## src/rtl/frp_pkg.sv

```systemverilog
package frp_pkg;

  typedef enum logic [1:0] {
    RM_NOPEN  = 2'd0,
    RM_LOWPWR = 2'd1,
    RM_FIXED  = 2'd2,
    RM_ALT    = 2'd3
  } readMode_e;

  typedef enum logic [1:0] {
    SM_ON_ACCESS = 2'd0,
    SM_INSTANT   = 2'd1,
    SM_NEVER     = 2'd2,
    SM_NEVER_ALT = 2'd3
  } sleepMode_e;

  typedef enum logic [1:0] {
    ST_IDLE = 2'd0,
    ST_WAIT = 2'd1,
    ST_RESP = 2'd2
  } portState_e;

  // strobes from control to datapath
  typedef struct packed {
    logic take;     // request accepted this edge
    logic hitLoad;  // load response from cache line
    logic arrLoad;  // load response from array
    logic fill;     // write array word into cache line
    logic flush;    // clear all valid bits
  } dpCtl_t;

endpackage

```

## src/rtl/frp_ctrl.sv

```systemverilog
module frp_ctrl
  import frp_pkg::*;
#(
  parameter int WS_W     = 4,
  parameter int WAKE_CYC = 4
) (
  input  logic            clk,
  input  logic            rstN,
  input  logic            reqValid,
  output logic            reqReady,
  output logic            rspValid,
  input  logic            cfgLoad,
  input  logic [WS_W-1:0] cfgWaitStates,
  input  logic            cfgCacheOff,
  input  logic [1:0]      cfgReadMode,
  input  logic [1:0]      cfgSleepMode,
  input  logic            lpEnter,
  input  logic            lpExit,
  input  logic            devSleep,
  input  logic            lineHit,
  output dpCtl_t          ctl,
  output logic            arrRdEn,
  output logic            arrSleep
);

  localparam int MAX_LAT = (2 ** WS_W) - 1 + 3 + WAKE_CYC;
  localparam int CNT_W   = $clog2(MAX_LAT + 1);

  logic [WS_W-1:0]  wsQ;
  logic             offQ;
  readMode_e        rmQ;
  sleepMode_e       smQ;
  portState_e       stQ;
  logic [CNT_W-1:0] cntQ;
  logic             useArrQ;
  logic             sleepQ, coldQ, lockQ, devSleepQ;

  logic             hit, take, needArr, wake, lastWait;
  logic [CNT_W-1:0] baseLat, latNow;

  assign hit      = lineHit && !offQ;
  assign reqReady = (stQ == ST_IDLE) && !lockQ;
  assign take     = reqValid && reqReady;
  assign needArr  = !hit;
  assign wake     = needArr && (sleepQ || coldQ);
  assign lastWait = (stQ == ST_WAIT) && (cntQ == CNT_W'(1));

  always_comb begin
    baseLat = CNT_W'(wsQ) + CNT_W'(2);
    if (offQ || rmQ == RM_FIXED) latNow = baseLat;
    else if (hit)                latNow = CNT_W'(1);
    else if (rmQ == RM_LOWPWR)   latNow = baseLat + CNT_W'(1);
    else                         latNow = baseLat;
    if (wake) latNow = latNow + CNT_W'(WAKE_CYC);
  end

  always_comb begin
    ctl.take    = take;
    ctl.hitLoad = take && hit;
    ctl.arrLoad = lastWait && useArrQ;
    ctl.fill    = lastWait && useArrQ && !offQ;
    ctl.flush   = offQ;
  end

  assign arrRdEn  = (stQ == ST_WAIT) && useArrQ;
  assign rspValid = (stQ == ST_RESP);
  assign arrSleep = sleepQ;

  // captured configuration
  always_ff @(posedge clk or negedge rstN) begin
    if (!rstN) begin
      wsQ  <= '0;
      offQ <= 1'b0;
      rmQ  <= RM_NOPEN;
      smQ  <= SM_ON_ACCESS;
    end else if (cfgLoad) begin
      wsQ  <= cfgWaitStates;
      offQ <= cfgCacheOff;
      rmQ  <= readMode_e'(cfgReadMode);
      smQ  <= sleepMode_e'(cfgSleepMode);
    end
  end

  // access sequencing
  always_ff @(posedge clk or negedge rstN) begin
    if (!rstN) begin
      stQ     <= ST_IDLE;
      cntQ    <= '0;
      useArrQ <= 1'b0;
    end else begin
      unique case (stQ)
        ST_IDLE: if (take) begin
          stQ     <= ST_WAIT;
          cntQ    <= latNow;
          useArrQ <= needArr;
        end
        ST_WAIT: begin
          if (cntQ == CNT_W'(1)) stQ <= ST_RESP;
          else                   cntQ <= cntQ - CNT_W'(1);
        end
        default: stQ <= ST_IDLE;
      endcase
    end
  end

  // reduced-power state; later assignments take priority
  always_ff @(posedge clk or negedge rstN) begin
    if (!rstN) begin
      sleepQ    <= 1'b0;
      coldQ     <= 1'b0;
      lockQ     <= 1'b0;
      devSleepQ <= 1'b0;
    end else begin
      devSleepQ <= devSleep;
      if (take && wake) begin
        sleepQ <= 1'b0;
        coldQ  <= 1'b0;
      end
      if (devSleep && (smQ == SM_ON_ACCESS || smQ == SM_INSTANT))
        sleepQ <= 1'b1;
      if (!devSleep && devSleepQ && smQ == SM_INSTANT) begin
        sleepQ <= 1'b0;
        coldQ  <= 1'b1;
      end
      if (lpEnter) begin
        sleepQ <= 1'b1;
        lockQ  <= 1'b1;
      end
      if (lpExit) begin
        sleepQ <= 1'b0;
        lockQ  <= 1'b0;
        coldQ  <= 1'b1;
      end
    end
  end

endmodule

```

## src/rtl/frp_datapath.sv

```systemverilog
module frp_datapath
  import frp_pkg::*;
#(
  parameter int AW    = 16,
  parameter int DW    = 32,
  parameter int LINES = 8
) (
  input  logic          clk,
  input  logic          rstN,
  input  dpCtl_t        ctl,
  input  logic [AW-1:0] reqAddr,
  output logic          lineHit,
  output logic [AW-1:0] arrAddr,
  input  logic [DW-1:0] arrRdata,
  output logic [DW-1:0] rspData
);

  localparam int IDX_W = $clog2(LINES);
  localparam int TAG_W = AW - IDX_W;

  logic [AW-1:0]    addrQ;
  logic [DW-1:0]    rspQ;
  logic [LINES-1:0] validQ;
  logic [TAG_W-1:0] tagArr [LINES];
  logic [DW-1:0]    dataArr [LINES];

  logic [IDX_W-1:0] idxIn, idxQ;
  logic [TAG_W-1:0] tagIn;

  assign idxIn   = reqAddr[IDX_W-1:0];
  assign tagIn   = reqAddr[AW-1:IDX_W];
  assign idxQ    = addrQ[IDX_W-1:0];
  assign lineHit = validQ[idxIn] && (tagArr[idxIn] == tagIn);
  assign arrAddr = addrQ;
  assign rspData = rspQ;

  always_ff @(posedge clk or negedge rstN) begin
    if (!rstN) begin
      addrQ  <= '0;
      rspQ   <= '0;
      validQ <= '0;
    end else begin
      if (ctl.take)    addrQ <= reqAddr;
      if (ctl.hitLoad) rspQ  <= dataArr[idxIn];
      if (ctl.arrLoad) rspQ  <= arrRdata;
      if (ctl.flush)     validQ       <= '0;
      else if (ctl.fill) validQ[idxQ] <= 1'b1;
    end
  end

  // line storage, one slot per index
  for (genvar g = 0; g < LINES; g++) begin : gLine
    always_ff @(posedge clk) begin
      if (ctl.fill && idxQ == IDX_W'(g)) begin
        tagArr[g]  <= addrQ[AW-1:IDX_W];
        dataArr[g] <= arrRdata;
      end
    end
  end

endmodule

```

## src/rtl/flash_read_port.sv

```systemverilog
module flash_read_port
  import frp_pkg::*;
#(
  parameter int AW       = 16,
  parameter int DW       = 32,
  parameter int LINES    = 8,
  parameter int WS_W     = 4,
  parameter int WAKE_CYC = 4
) (
  input  logic            clk,
  input  logic            rstN,
  input  logic            reqValid,
  output logic            reqReady,
  input  logic [AW-1:0]   reqAddr,
  output logic            rspValid,
  output logic [DW-1:0]   rspData,
  input  logic            cfgLoad,
  input  logic [WS_W-1:0] cfgWaitStates,
  input  logic            cfgCacheOff,
  input  logic [1:0]      cfgReadMode,
  input  logic [1:0]      cfgSleepMode,
  input  logic            lpEnter,
  input  logic            lpExit,
  input  logic            devSleep,
  output logic            arrRdEn,
  output logic [AW-1:0]   arrAddr,
  input  logic [DW-1:0]   arrRdata,
  output logic            arrSleep
);

  dpCtl_t ctl;
  logic   lineHit;

  frp_ctrl #(.WS_W(WS_W), .WAKE_CYC(WAKE_CYC)) uCtrl (
    .clk(clk), .rstN(rstN),
    .reqValid(reqValid), .reqReady(reqReady), .rspValid(rspValid),
    .cfgLoad(cfgLoad), .cfgWaitStates(cfgWaitStates), .cfgCacheOff(cfgCacheOff),
    .cfgReadMode(cfgReadMode), .cfgSleepMode(cfgSleepMode),
    .lpEnter(lpEnter), .lpExit(lpExit), .devSleep(devSleep),
    .lineHit(lineHit), .ctl(ctl), .arrRdEn(arrRdEn), .arrSleep(arrSleep)
  );

  frp_datapath #(.AW(AW), .DW(DW), .LINES(LINES)) uDp (
    .clk(clk), .rstN(rstN), .ctl(ctl), .reqAddr(reqAddr),
    .lineHit(lineHit), .arrAddr(arrAddr), .arrRdata(arrRdata), .rspData(rspData)
  );

endmodule

```

## config.mk

```make
export PLATFORM = sky130hd
export DESIGN_NAME = flash_read_port
export DESIGN_NICKNAME = d
export VERILOG_FILES = /design/src/rtl/frp_pkg.sv /design/src/rtl/frp_ctrl.sv /design/src/rtl/frp_datapath.sv /design/src/rtl/flash_read_port.sv
export SDC_FILE = /design/constraint.sdc
export NUM_CORES = 1
export LEC_CHECK = 0
export CORE_ASPECT_RATIO = 0.6
export CORE_MARGIN = 5
export CORE_UTILIZATION = 40
export DETAILED_ROUTE_END_ITERATION = 8
export DONT_BUFFER_PORTS = 1
export HOLD_SLACK_MARGIN = 0.06
export PLACE_DENSITY = 0.56
export SLEW_MARGIN = 10
export SYNTH_ARGS = -nofsm -noshare
export SYNTH_HDL_FRONTEND = slang
export SYNTH_SLANG_ARGS = --single-unit
```

## constraint.sdc

```tcl
create_clock -name clk -period 12.7 [get_ports clk]
set_clock_uncertainty 0.05 [all_clocks]
set_input_delay 1.905 -clock clk [delete_from_list [all_inputs] [get_ports clk]]
set_output_delay 1.905 -clock clk [all_outputs]
set_load 0.02 [all_outputs]
```

=== After elaboration in Yosys (flattened, before gate mapping) ===
Memory sizes are Yosys's and may differ from the RTL's.
Index checks and enable logic that the tools add are counted.

* Flip-flop bits (word level): 77
* Memory bits (writable): 360
* Input bits: 64
* Word-level logic and storage cells: 182
* Memories kept: 2

* Add/sub/neg operators: 4
* Magnitude comparators: 3
* Equal/unequal tests: 17
* Mux-type cells: 85
* Bitwise gates (word level): 1
* Reductions and logical operators: 56

{| class="wikitable"
|+ Memory list
! memory !! depth !! bits a word !! rd ports !! clocked after Yosys merged registers in !! write ports !! line !! RTL
|-
| uDp.dataArr || 8 || 32 || 1 || 0 || 1 || frp_datapath.sv:25 || <nowiki>logic [DW-1:0] dataArr [LINES];</nowiki>
|-
| uDp.tagArr || 8 || 13 || 1 || 0 || 1 || frp_datapath.sv:24 || <nowiki>logic [TAG_W-1:0] tagArr [LINES];</nowiki>
|}

{| class="wikitable"
|+ Operators with widths
! kind !! number
|-
| $mux 32 || 9
|-
| $reduce_or 32->1 || 7
|-
| $mux 13 || 7
|-
| $reduce_or 13->1 || 7
|-
| $mux 3 || 14
|-
| $mux 1 || 41
|-
| $mux 5 || 6
|-
| $logic_and 1x1->1 || 23
|-
| $mux 8 || 2
|-
| $eq 13x13->1 || 1
|-
| $eq 3x3->1 const B || 4
|-
| $pmux 5 s2 || 1
|-
| $lt 3x4->1 const B || 2
|-
| $or 8x8->8 || 1
|-
| $reduce_bool 2->1 || 4
|-
| $eq 2x1->1 const B || 3
|-
| $eq 3x2->1 const B || 2
|-
| $add 4x2->5 const B || 1
|-
| $add 5x1->5 const B || 1
|-
| $add 5x3->5 const B || 1
|-
| $eq 5x1->1 const B || 1
|-
| $reduce_bool 5->1 || 1
|-
| $sub 5x1->5 const B || 1
|-
| $eq 2x2->1 const B || 2
|-
| other kinds (15) || 24
|}

=== Depth between registers and ports, before layout ===
Gate-level depths: netlist of run 1.

* Depth after elaboration: 15
* Mapped depth: 15

=== By module ===
Synthesis of run 1 repeated with hierarchy kept, for this count alone.

* Cells, all modules: 936
* Area total of the unflattened synthesis: 17,299.1 um^2

{| class="wikitable"
|+ Modules (own cells, without submodules)
! module !! instances !! cells an instance !! area an instance (um^2) !! sequential area each (um^2)
|-
| frp_datapath || 1 || 812 || 16,085.4 || 12,211.7
|-
| frp_ctrl || 1 || 124 || 1,213.7 || 525.5
|}

=== Worst setup path after synthesis of run 1 ===
Ideal clock, no wire load.

* Kind: flip-flop to flip-flop
* From: register uCtrl.cntQ[1]
* To: memory uDp.dataArr[1][0], enable pin
* Setup time: 0.563 ns
* Arrival: 5.696 ns
* Setup slack: 6.391 ns
* Cell stages (with the launch flop): 6
* Buffers on the path: 0
* Cell sequence: dfrtp_1 -> inv_1 -> ha_1 -> nor4b_1 -> nand2_1 -> nor4_1

* Longest elaborated chain between the ends: 15
* Elaborated cells between the ends (all ways): 49

{| class="wikitable"
|+ Ends and longest elaborated chain
! item !! line !! RTL
|-
| start, declared || frp_ctrl.sv:34 || <nowiki>logic [CNT_W-1:0] cntQ;</nowiki>
|-
| start signal, assigned || frp_ctrl.sv:94 || <nowiki>cntQ <= latNow;</nowiki>
|-
| start signal, assigned || frp_ctrl.sv:99 || <nowiki>else cntQ <= cntQ - CNT_W'(1);</nowiki>
|-
| $eq 5x1->1 * || frp_ctrl.sv:46 || <nowiki>assign lastWait = (stQ == ST_WAIT) && (cntQ == CNT_W'(1));</nowiki>
|-
| $logic_and 1x1->1 * || frp_ctrl.sv:46 ||
|-
| $logic_and 1x1->1 * (2 in series) || frp_ctrl.sv:61 || <nowiki>ctl.fill = lastWait && useArrQ && !offQ;</nowiki>
|-
| $logic_and 1x1->1 || frp_datapath.sv:54 || <nowiki>if (ctl.fill && idxQ == IDX_W'(g)) begin</nowiki>
|-
| $mux 1 || frp_datapath.sv:54 ||
|-
| $mux 1 (implied by the code) || frp_datapath.sv:56 || <nowiki>dataArr[g] <= arrRdata;</nowiki>
|-
| $reduce_or 32->1 (no line) || - ||
|-
| $mux 3 (no line) or $mux 1 (tied branches) (7 in series) || - ||
|-
| end, declared || frp_datapath.sv:25 ||
|}

Mark *: on every way between the ends. The rest lies on a longest branch, timed or not.

=== Final worst setup path of run 1 ===
* From: input port reqAddr[0]
* To: register uDp.rspQ[17], in the netlist uDp.rspData[17]

* Longest elaborated chain between the ends: 6
* Elaborated cells between the ends (all ways): 11

{| class="wikitable"
|+ Ends and longest elaborated chain
! item !! line !! RTL
|-
| start, declared || flash_read_port.sv:14 || <nowiki>input logic [AW-1:0] reqAddr,</nowiki>
|-
| $mem_v2 8x13 or $bmux 1 s3 (tied branches) || - ||
|-
| $eq 13x13->1 or $mux 1 (tied branches) || frp_datapath.sv:33 || <nowiki>assign lineHit = validQ[idxIn] && (tagArr[idxIn] == tagIn);</nowiki>
|-
| $logic_and 1x1->1 || frp_datapath.sv:33 ||
|-
| $logic_and 1x1->1 || frp_ctrl.sv:41 || <nowiki>assign hit = lineHit && !offQ;</nowiki>
|-
| $logic_and 1x1->1 || frp_ctrl.sv:59 || <nowiki>ctl.hitLoad = take && hit;</nowiki>
|-
| $reduce_bool 2->1 (no line) || - ||
|-
| end signal, assigned || frp_datapath.sv:44 || <nowiki>if (ctl.hitLoad) rspQ <= dataArr[idxIn];</nowiki>
|-
| end signal, assigned || frp_datapath.sv:45 || <nowiki>if (ctl.arrLoad) rspQ <= arrRdata;</nowiki>
|-
| end, declared || frp_datapath.sv:22 || <nowiki>logic [DW-1:0] rspQ;</nowiki>
|}

Parallel ways exist; a longest one is shown, timed or not. The select of a mux whose other input is x is not followed.
A chain may end at the register's enable or synchronous reset.

==> key figures, run 1 <==
Status
  – Result of the run: finished, final reports clean

Yosys
  – Cell taking the most area after synthesis: edfxtp_1
  – Post-Syn Nets: just under 1,000
  – Number of distinct library cell variants in the gate-level netlist after synthesis: 42
  – Mapped Avg Cell Area: 18.9 µm²
  – Prevailing post-synth register cell: edfxtp_1
  – Compound-cell area share of the yosys netlist: under 10%
  – Sequential cell area fraction in the yosys report: between 70% and 80%
  – Portion of netlist area occupied by mux cells: between 10% and 20%
  – Adder and majority cell fraction of the synthesized area: less than 1%
  – Fraction of registers with async set or reset after synthesis: between 10% and 20%
  – Flip-flop and latch count after synthesis: 437
  – Number of enable-type register cells in the synthesized netlist: 360
  – Share of Yosys cell area claimed by the top area cell type: between 60% and 70%
  – Combinational family with the most area after synthesis: multiplexers
  – Synthesized-area fraction occupied by xor and xnor cells: 1.07%
  – Area of the mapped netlist: 17,200 µm²
  – Warnings from Yosys: 0
  – Number of instances in the synthesized netlist: a little over 900
  – Leading cell types by total area after synthesis: edfxtp_1 (63%), mux4_2 (11%), dfrtp_1 (11%)
  – Basic-gate share of the synthesized area counting and, or, nand and nor cells: 4.64%

GRT
  – Global Route Usage Sum: between 10% and 20%
  – Sum of overflow across all layers after global routing: 0
  – Number of antenna violations at the first check in global routing: 0
  – Via count of the first global-routing pass: between 8,000 and 9,000
  – Largest net degree at the start of global routing: between 90 and 100
  – Global-route wire length before repair: ~58,000 µm

STA
  – Final critical path time including I/O delays and setup: 4.47 ns
  – Final sum of negative setup slack: 0 ns
  – Unrepaired setup endpoints after global routing: false
  – Final setup fails: 0
  – Worst Hold Margin: around 0.43 ns
  – Maximum operating frequency: ~0.22 GHz
  – Final Max Tran Viols: 0
  – Final count of hold timing violations: 0
  – Worst slew margin relative to its limit: around 33%
  – Crit share post-route: between 30% and 40%
  – Transition at the pin with the smallest max-transition slack: approximately 1 ns

Clocking
  – Number of sinks on the clock net: approximately 440
  – Number of hold buffers added after CTS: 0
  – Count of cells resized by post-cts repair: 0
  – Number of buffers on the longest clock path: 3
  – Cell at the root of the clock tree: clkbuf_16
  – Inserted Clock Buffers: 42
  – Insertion delay to the later sink of the worst-skew pair: around 0.54 ns
  – CTS clk-pin slew, worst paths: roughly 0.06 ns
  – Clock tree from TritonCTS: built
  – Post-CTS repair timing setup buffer count: 0
  – H-tree depth: 2

Pwr
  – Cell-internal power: 2.50 mW
  – Static Leak: approximately 6.6 nW
  – Reported net switching power: 0.847 mW
  – Proportion of power drawn by flip-flops and latches: 56.6%
  – Switching part of the total: between 20% and 30%
  – Peak VDD IR: 0.0000799 V
  – Total power per unit cell area: between 150 and 200 nW/µm²
  – Comb pwr share: 6.8%
  – Power share of the clock group: around 37%

Finish
  – Final Util: a little under half
  – Number of nets in the layout: between 900 and 1,000
  – Finished Cell Area: slightly below 20,000 µm²
  – Number of filler instances in the final layout: between 3,000 and 4,000
  – Area added between synthesis and finish: 11.6%
  – Final instance count without filler cells: roughly 1,500
  – Share of final-layout standard cells stronger than drive strength 1: between 20 and 25%

Routing
  – Avg WL per Cell: between 20 and 30 µm
  – Number of iterations in the first detailed-routing pass: 5
  – Drt via density: around 5.4
  – Drt first-iter violations: a little under 700
  – DRT Wirelength: 38,500 µm
  – Detailed-routed wire length on met2: 17,400 µm
  – Post-route ant nets: 0
  – Detailed-route wire length on metal 1: about 18,000 µm
  – Total met3 wirelength after detailed routing: about 2400 µm
  – Uppermost layer routed: met4
  – Total via count in the routed design: around 8,000
  – DRC violations left: 0

Critical path
  – Critical path peak fanout: 92
  – CP max stage delay: about 0.50 ns
  – Arr. time, crit path: between 4 and 5 ns
  – Crit path cell chain: mux4_2 > mux2i_1 > xor2_1 > nand2_1 > nor4_4 > nand3_1 > buf_4 > and2_1 > a221o_1
  – Endpoint type of the worst setup path: flip-flop
  – Worst endpoint required time: between 10 and 15 ns
  – Crit Path Category: primary input to flip-flop
  – Kind of start point of the critical path: primary input
  – Critical path's slowest cell: mux4_2

Floorplanning
  – Die footprint: between 40,000 and 50,000 µm²
  – Die outline width: about 280 µm
  – Initial standard-cell utilization of the core: roughly two fifths
  – Std cell rows: 58
  – Area of the core: approximately 42,000 µm²
  – I/O Pins: between 100 and 150
  – Overall die height: around 170 µm

Hold path
  – Min-Delay Path Class: flip-flop to flip-flop

Flow run
  – Max-cap violations: 0

Placed design
  – Inst Count DP: approximately 1,500
  – Last weighted congestion value of the routability-driven placer: 0.763
  – Buffers on Ports: 0
  – Final HPWL from detailed placement: ~22,000 µm
  – Dpl cell area: about 18,000 µm²
per-layer routing:
| metal | GRT usage, % | up-vias |
|---|---|---|
| li1 | - | 3653 |
| met2 | 24.7 | 173 |
| met3 | 4.38 | 44 |
| met1 | 24.4 | 4331 |
| met5 | 0 | - |
| met4 | 3.01 | 0 |
critical path: cells and delay by family:
| kind | cells | cell delay [ns] |
|---|---|---|
| and+or+nand+nor | 4 | 1.11 |
| AOI/OAI and AO/OA | 1 | 0.46 |
| buffers and inverters | 1 | 0.26 |
| muxes | 2 | 0.68 |
| xor gates and xnor gates | 1 | 0.38 |
worst paths after layout:
| path | start | endpoint | slack [ns] | cells after the start |
|---|---|---|---|---|
| max | reqAddr[0] | uDp.rspData[17] | 8.23 | 9 |
| min | uDp.validQ[4] | uDp.validQ[4] | 0.43 | 1 |
| max reg2reg | uCtrl.cntQ[1] | uDp.tagArr[4][7] | 8.34 | 7 |
| min reg2reg | uDp.validQ[4] | uDp.validQ[4] | 0.43 | 1 |
| max in group asynchronous | rstN | uDp.rspData[10] | 11.42 | 0 |
| min in group asynchronous | rstN | uCtrl.smQ[0] | 1.01 | 0 |
Yosys cell counts (2+ instances only):
cell type / n
a21o_1: 8
a21oi_1: 11
a221o_1: 16
a22oi_1: 2
a31oi_1: 2
and2_1: 20
and3_1: 3
buf_1: 6
buf_2: 13
buf_4: 2
buf_6: 3
clkbuf_1: 18
dfrtp_1: 77
edfxtp_1: 360
ha_1: 6
inv_1: 6
mux2_2: 37
mux2i_1: 34
mux4_2: 88
nand2_1: 87
nand2b_1: 3
nand3_1: 8
nand4_1: 2
nor2_1: 22
nor2b_1: 4
nor3_1: 8
nor4_1: 2
nor4b_1: 2
o211ai_1: 5
o21ai_0: 16
o21ai_1: 7
or3_1: 5
xnor2_1: 8
xor2_1: 13
state kept, by name, indices dropped and copies added (netlist names):
name and count:
uDp.dataArr 256, uDp.tagArr 104, uDp.rspData 32, uDp.arrAddr 16, uDp.validQ 8, uCtrl.cntQ 5
uCtrl.wsQ 4, uCtrl.rmQ 2, uCtrl.smQ 2, uCtrl.stQ 2, uCtrl.arrSleep 1, uCtrl.coldQ 1
uCtrl.devSleepQ 1, uCtrl.lockQ 1, uCtrl.offQ 1, uCtrl.useArrQ 1
power by group through the flow:
stage	sequential (mW)	clock (mW)	combinational, mW
finish	1.89	1.22	0.228
global route	1.91	1.32	0.258
CTS	1.90	1.25	0.230
detailed placement	1.93	0	0.229
global placement	1.93	0	0.224
floorplan	1.86	0	0.199
placed cells by master (no fill, tap or decap), types with 5 or more instances in the layout:
cell	Yosys	final
dfrtp_1	77	77
buf_4	2	14
inv_1	6	6
ha_1	6	6
o21ai_1	7	7
or3_1	5	5
xnor2_1	8	8
a21o_1	8	8
clkinv_2	0	7
mux2i_1	34	34
clkbuf_16	0	43
o21ai_0	16	16
xor2_1	13	13
nand3_1	8	8
and2_1	20	20
clkbuf_1	18	9
edfxtp_1	360	360
clkinv_1	0	10
a21oi_1	11	11
nor2_1	22	18
nand2_1	87	87
mux2_2	37	37
o211ai_1	5	5
a221o_1	16	16
mux4_2	88	88
kinds of logic after synthesis:
kind of cell	after synthesis
xor+xnor	21
compound gates	71
buf+inv	48
fa+ha+maj	6
flops	437
mux	159
simple gates	170
through the flow:
step | worst slack (ns) | total power [mW]
6_report | 8.23 | 3.35
3_5_place_dp | 7.67 | 2.16
2_1_floorplan | 6.39 | 2.06
4_1_cts | 8.25 | 3.39
5_1_grt | 8.07 | 3.49
3_3_place_gp | 7.73 | 2.16
layout make-up:
| class | instances | area (µm²) | share of cell area (%) |
|---|---|---|---|
| Clock inverter | 24 | 218 | 1.13 |
| Sequential cell | 437 | 12700 | 66.2 |
| Antenna cell | 2 | 5.00 | 0.0260 |
| Clock buffer | 52 | 1110 | 5.77 |
| Timing Repair Buffer | 14 | 105 | 0.546 |
| Inverter | 6 | 22.5 | 0.117 |
| Tap cell | 570 | 713 | 3.71 |
| Multi-Input combinational cell | 427 | 4340 | 22.5 |
Note: power is estimated with default switching activity, not from simulation.
==> inputs of run 2 (changes only) <==
--- a/config.mk
+++ b/config.mk
@@ -11,7 +11,7 @@
 export DETAILED_ROUTE_END_ITERATION = 8
 export DONT_BUFFER_PORTS = 1
 export HOLD_SLACK_MARGIN = 0.06
-export PLACE_DENSITY = 0.56
+export PLACE_DENSITY = 0.58
 export SLEW_MARGIN = 10
 export SYNTH_ARGS = -nofsm -noshare
 export SYNTH_HDL_FRONTEND = slang
==> constraint.sdc (replaced) <==
create_clock -name clk -period 3.7 [get_ports clk]
set_clock_uncertainty 0.05 [all_clocks]
set_input_delay 0.555 -clock clk [delete_from_list [all_inputs] [get_ports clk]]
set_output_delay 0.555 -clock clk [all_outputs]
set_load 0.02 [all_outputs]
==> run 2 against run 1 <==
Effect of this change: register-to-register slack worse by 7.8 ns; critical path depth grew 3; via count grew 4.0%; final area increased by 4.0%; setup slack got worse by 7.7 ns; non-clock buffer count rose by 60; global-route usage barely moved; power grew to 3.6 times the previous value; cell count up 4.0%; flip-flop and latch count did not move; clock-buffer cell count rose by 3; core utilization increased by 1.8 points; largest cell class unchanged.
==> key figures, run 2 (synthesized netlist as in run 1, its figures left out) <==
Critical path
  – Critical path's top delay family: simple AND/OR/NAND/NOR gates
  – Flop-to-flop setup slack: 0.56 ns (-7.78 ns)
  – Crit path cell chain: mux4_2 > mux2i_1 > xor2_1 > nand2_1 > nor4_4 > and3_1 > nor2_1 > ha_1 > o21ai_0 > o31ai_1 > or3_1 > and3_1
  – Critical path peak fanout: 4 (-96%)
  – Kind of start point of the critical path: flip-flop
  – Arr. time, crit path: 3.53 ns (-1.31 ns)
  – Worst endpoint required time: 4.09 ns (-8.98 ns)
  – Buffers & Inverters on Critical Path: 0 (-1)
  – CP max stage delay: 0.46 ns (-0.04 ns)
  – Endpoint type of the worst setup path: flip-flop
  – Crit path top cell by count: and3_1
  – Critical path's slowest cell: mux4_2
  – Crit Path Category: flip-flop to flip-flop

STA
  – Worst slew margin relative to its limit: 44.9% (+12 points)
  – Unrepaired setup endpoints after global routing: false
  – Final count of hold timing violations: 0 (unchanged)
  – Minimum setup slack in the final design: 0.557 ns (-7.68 ns)
  – Final Max Tran Viols: 0 (unchanged)
  – Transition at the pin with the smallest max-transition slack: 0.827 ns (-0.172 ns)
  – Crit share post-route: 85.0%
  – Final setup fails: 0 (unchanged)
  – Final critical path time including I/O delays and setup: 3.14 ns
  – Maximum operating frequency: 0.318 GHz
  – Final sum of negative setup slack: 0 ns (unchanged)

Routing
  – Total via count in the routed design: 8,526 (+4.0%)
  – Drt via density: 5.35 (about the same)
  – DRC violations left: 0 (unchanged)
  – DRT Wirelength: 38,800 µm (+0.82%)
  – Avg WL per Cell: 24.4 µm (-3.0%)
  – Drt first-iter violations: 637 (-8.3%)
  – Post-route ant nets: 0 (unchanged)
  – Number of iterations in the first detailed-routing pass: 5 (unchanged)

GRT
  – Largest net degree at the start of global routing: 93 (unchanged)
  – Global-route wire length before repair: 58,900 µm (+0.68%)
  – Sum of overflow across all layers after global routing: 0 (unchanged)
  – Global Route Usage Sum: 16.4% (+0.046 points)
  – Via count of the first global-routing pass: 9,123 (+7.1%)
  – Number of antenna violations at the first check in global routing: 1 (+1)

Finish
  – Register with the highest flop count: uDp.dataArr
  – Number of nets in the layout: 1,059 (+6.1%)
  – Final instance count without filler cells: 1,593 (+4.0%)
  – Share of final-layout standard cells stronger than drive strength 1: 21.9% (+0.33 points)
  – Antenna cell count: 0 (-2)
  – Commonest cells after routing, fill and taps aside: edfxtp_1 (360), mux4_2 (88), nand2_1 (87), dfrtp_1 (77), dlygate4sd3_1 (50)
  – Leading cell type in the layout, fill and taps excluded: edfxtp_1
  – Area added between synthesis and finish: 16.0%
  – Number of filler instances in the final layout: 3,515 (-2.5%)
  – Max reg flops: 256 (unchanged)

Clocking
  – Number of buffers on the longest clock path: 3 (unchanged)
  – Post-CTS repair timing setup buffer count: 0 (unchanged)
  – Insertion delay to the later sink of the worst-skew pair: 0.56 ns (+0.02 ns)
  – Cell at the root of the clock tree: clkbuf_16
  – Inserted Clock Buffers: 43 (+2.4%)
  – Clock tree from TritonCTS: built
  – CTS clk-pin slew, worst paths: 0.07 ns (about the same)
  – H-tree depth: 2 (unchanged)
  – Number of sinks on the clock net: 437 (unchanged)

Pwr
  – Total power per unit cell area: 597 nW/µm² (+240%)
  – Peak VDD IR: 0.000374 V (+370%)
  – Static Leak: 6.97 nW (+5.1%)

Placed design
  – Buffers on Ports: 0 (unchanged)
  – Pre-CTS WS: 0.302 ns (-7.37 ns)
  – Inst Count DP: 1,463 (+0.62%)
  – Last weighted congestion value of the routability-driven placer: 0.767 (+0.62%)
  – Final HPWL from detailed placement: 21,400 µm (-1.6%)

Floorplanning
  – Die outline width: 278 µm (unchanged)
  – Std cell rows: 58 (unchanged)
  – Initial standard-cell utilization of the core: 40.8% (unchanged)
  – Die footprint: 47,500 µm² (unchanged)
  – Area of the core: 42,200 µm² (unchanged)
  – I/O Pins: 116 (unchanged)
  – Overall die height: 171 µm (unchanged)

Hold path
  – Min-Delay Path Class: primary input to flip-flop

Status
  – Result of the run: finished, final reports clean

Flow run
  – Max-cap violations: 0 (unchanged)
[run 2: changes by cell type in the layout (fill, tap and decap cells not counted), moves of 3 or more]
cell / before / now
dlygate4sd3_1: 0 / 50
buf_4: 14 / 22
clkinv_1: 10 / 6
clkinvlp_4: 1 / 4
[run 2: cell type report]
cell class	instances	area [µm²]	area share (%)
well taps	570	713	3.56
clock inverters	24	295	1.48
clock buffers	55	1180	5.91
repair buffers	74	713	3.56
multi-input cells	427	4350	21.7
flip-flops and latches	437	12700	63.6
inverters	6	22.5	0.113
[run 2: per-layer routing]
metal | vias up | wire (µm) | part of all wire, % | GRT usage [%]
met1 | 4513 | 18000 | 46 | 23.6
met5 | - | 7 | 0.018 | 0
li1 | 3778 | - | - | -
met3 | 51 | 2130 | 5.5 | 3.68
met2 | 182 | 18000 | 46 | 26.1
met4 | 2 | 708 | 1.8 | 3.65
[run 2: final timing paths]
check	start	end	cells after the start
worst max-delay path	uDp.tagArr[7][11]	uCtrl.cntQ[3]	12
worst min-delay path	arrRdata[15]	uDp.rspData[15]	2
worst max register to register	uDp.tagArr[7][11]	uCtrl.cntQ[3]	12
worst min register to register	uDp.validQ[4]	uDp.validQ[4]	1
max in group asynchronous	rstN	uDp.arrAddr[14]	2
min in group asynchronous	rstN	uDp.rspData[28]	2
[run 2: worst reg2reg max path: stages (launching register included)]
cell	delay, ns
edfxtp_1	0.36
mux4_2	0.46
mux2i_1	0.17
xor2_1	0.28
nand2_1	0.16
nor4_4	0.34
and3_1	0.23
nor2_1	0.06
ha_1	0.30
o21ai_0	0.07
o31ai_1	0.08
or3_1	0.30
and3_1	0.17
[run 2: stage by stage]
stage	util [%]	total power [mW]	hold slack, ns	cell area [µm²]
2_1_floorplan	-	7.09	0.209	17300
3_3_place_gp	42.6	7.36	0.215	18000
3_5_place_dp	42.6	7.40	0.215	18000
4_1_cts	47.4	12.1	0.0612	20000
5_1_grt	47.4	12.5	0.0655	20000
6_report	47.4	11.9	0.0907	20000
[run 2: power by group]
part           switching [mW]  internal (mW)  leakage (nW)
clock network            1.87           2.70         0.711
registers               0.701           5.77          4.24
logic                   0.461          0.440          2.02
total                    3.03           8.91          6.97
[run 2: what timing repair did]
item | CTS | global route
hold buffers | 51 | 0
gates resized for setup | 0 | 0
endpoints found under the hold margin | 361 | 0
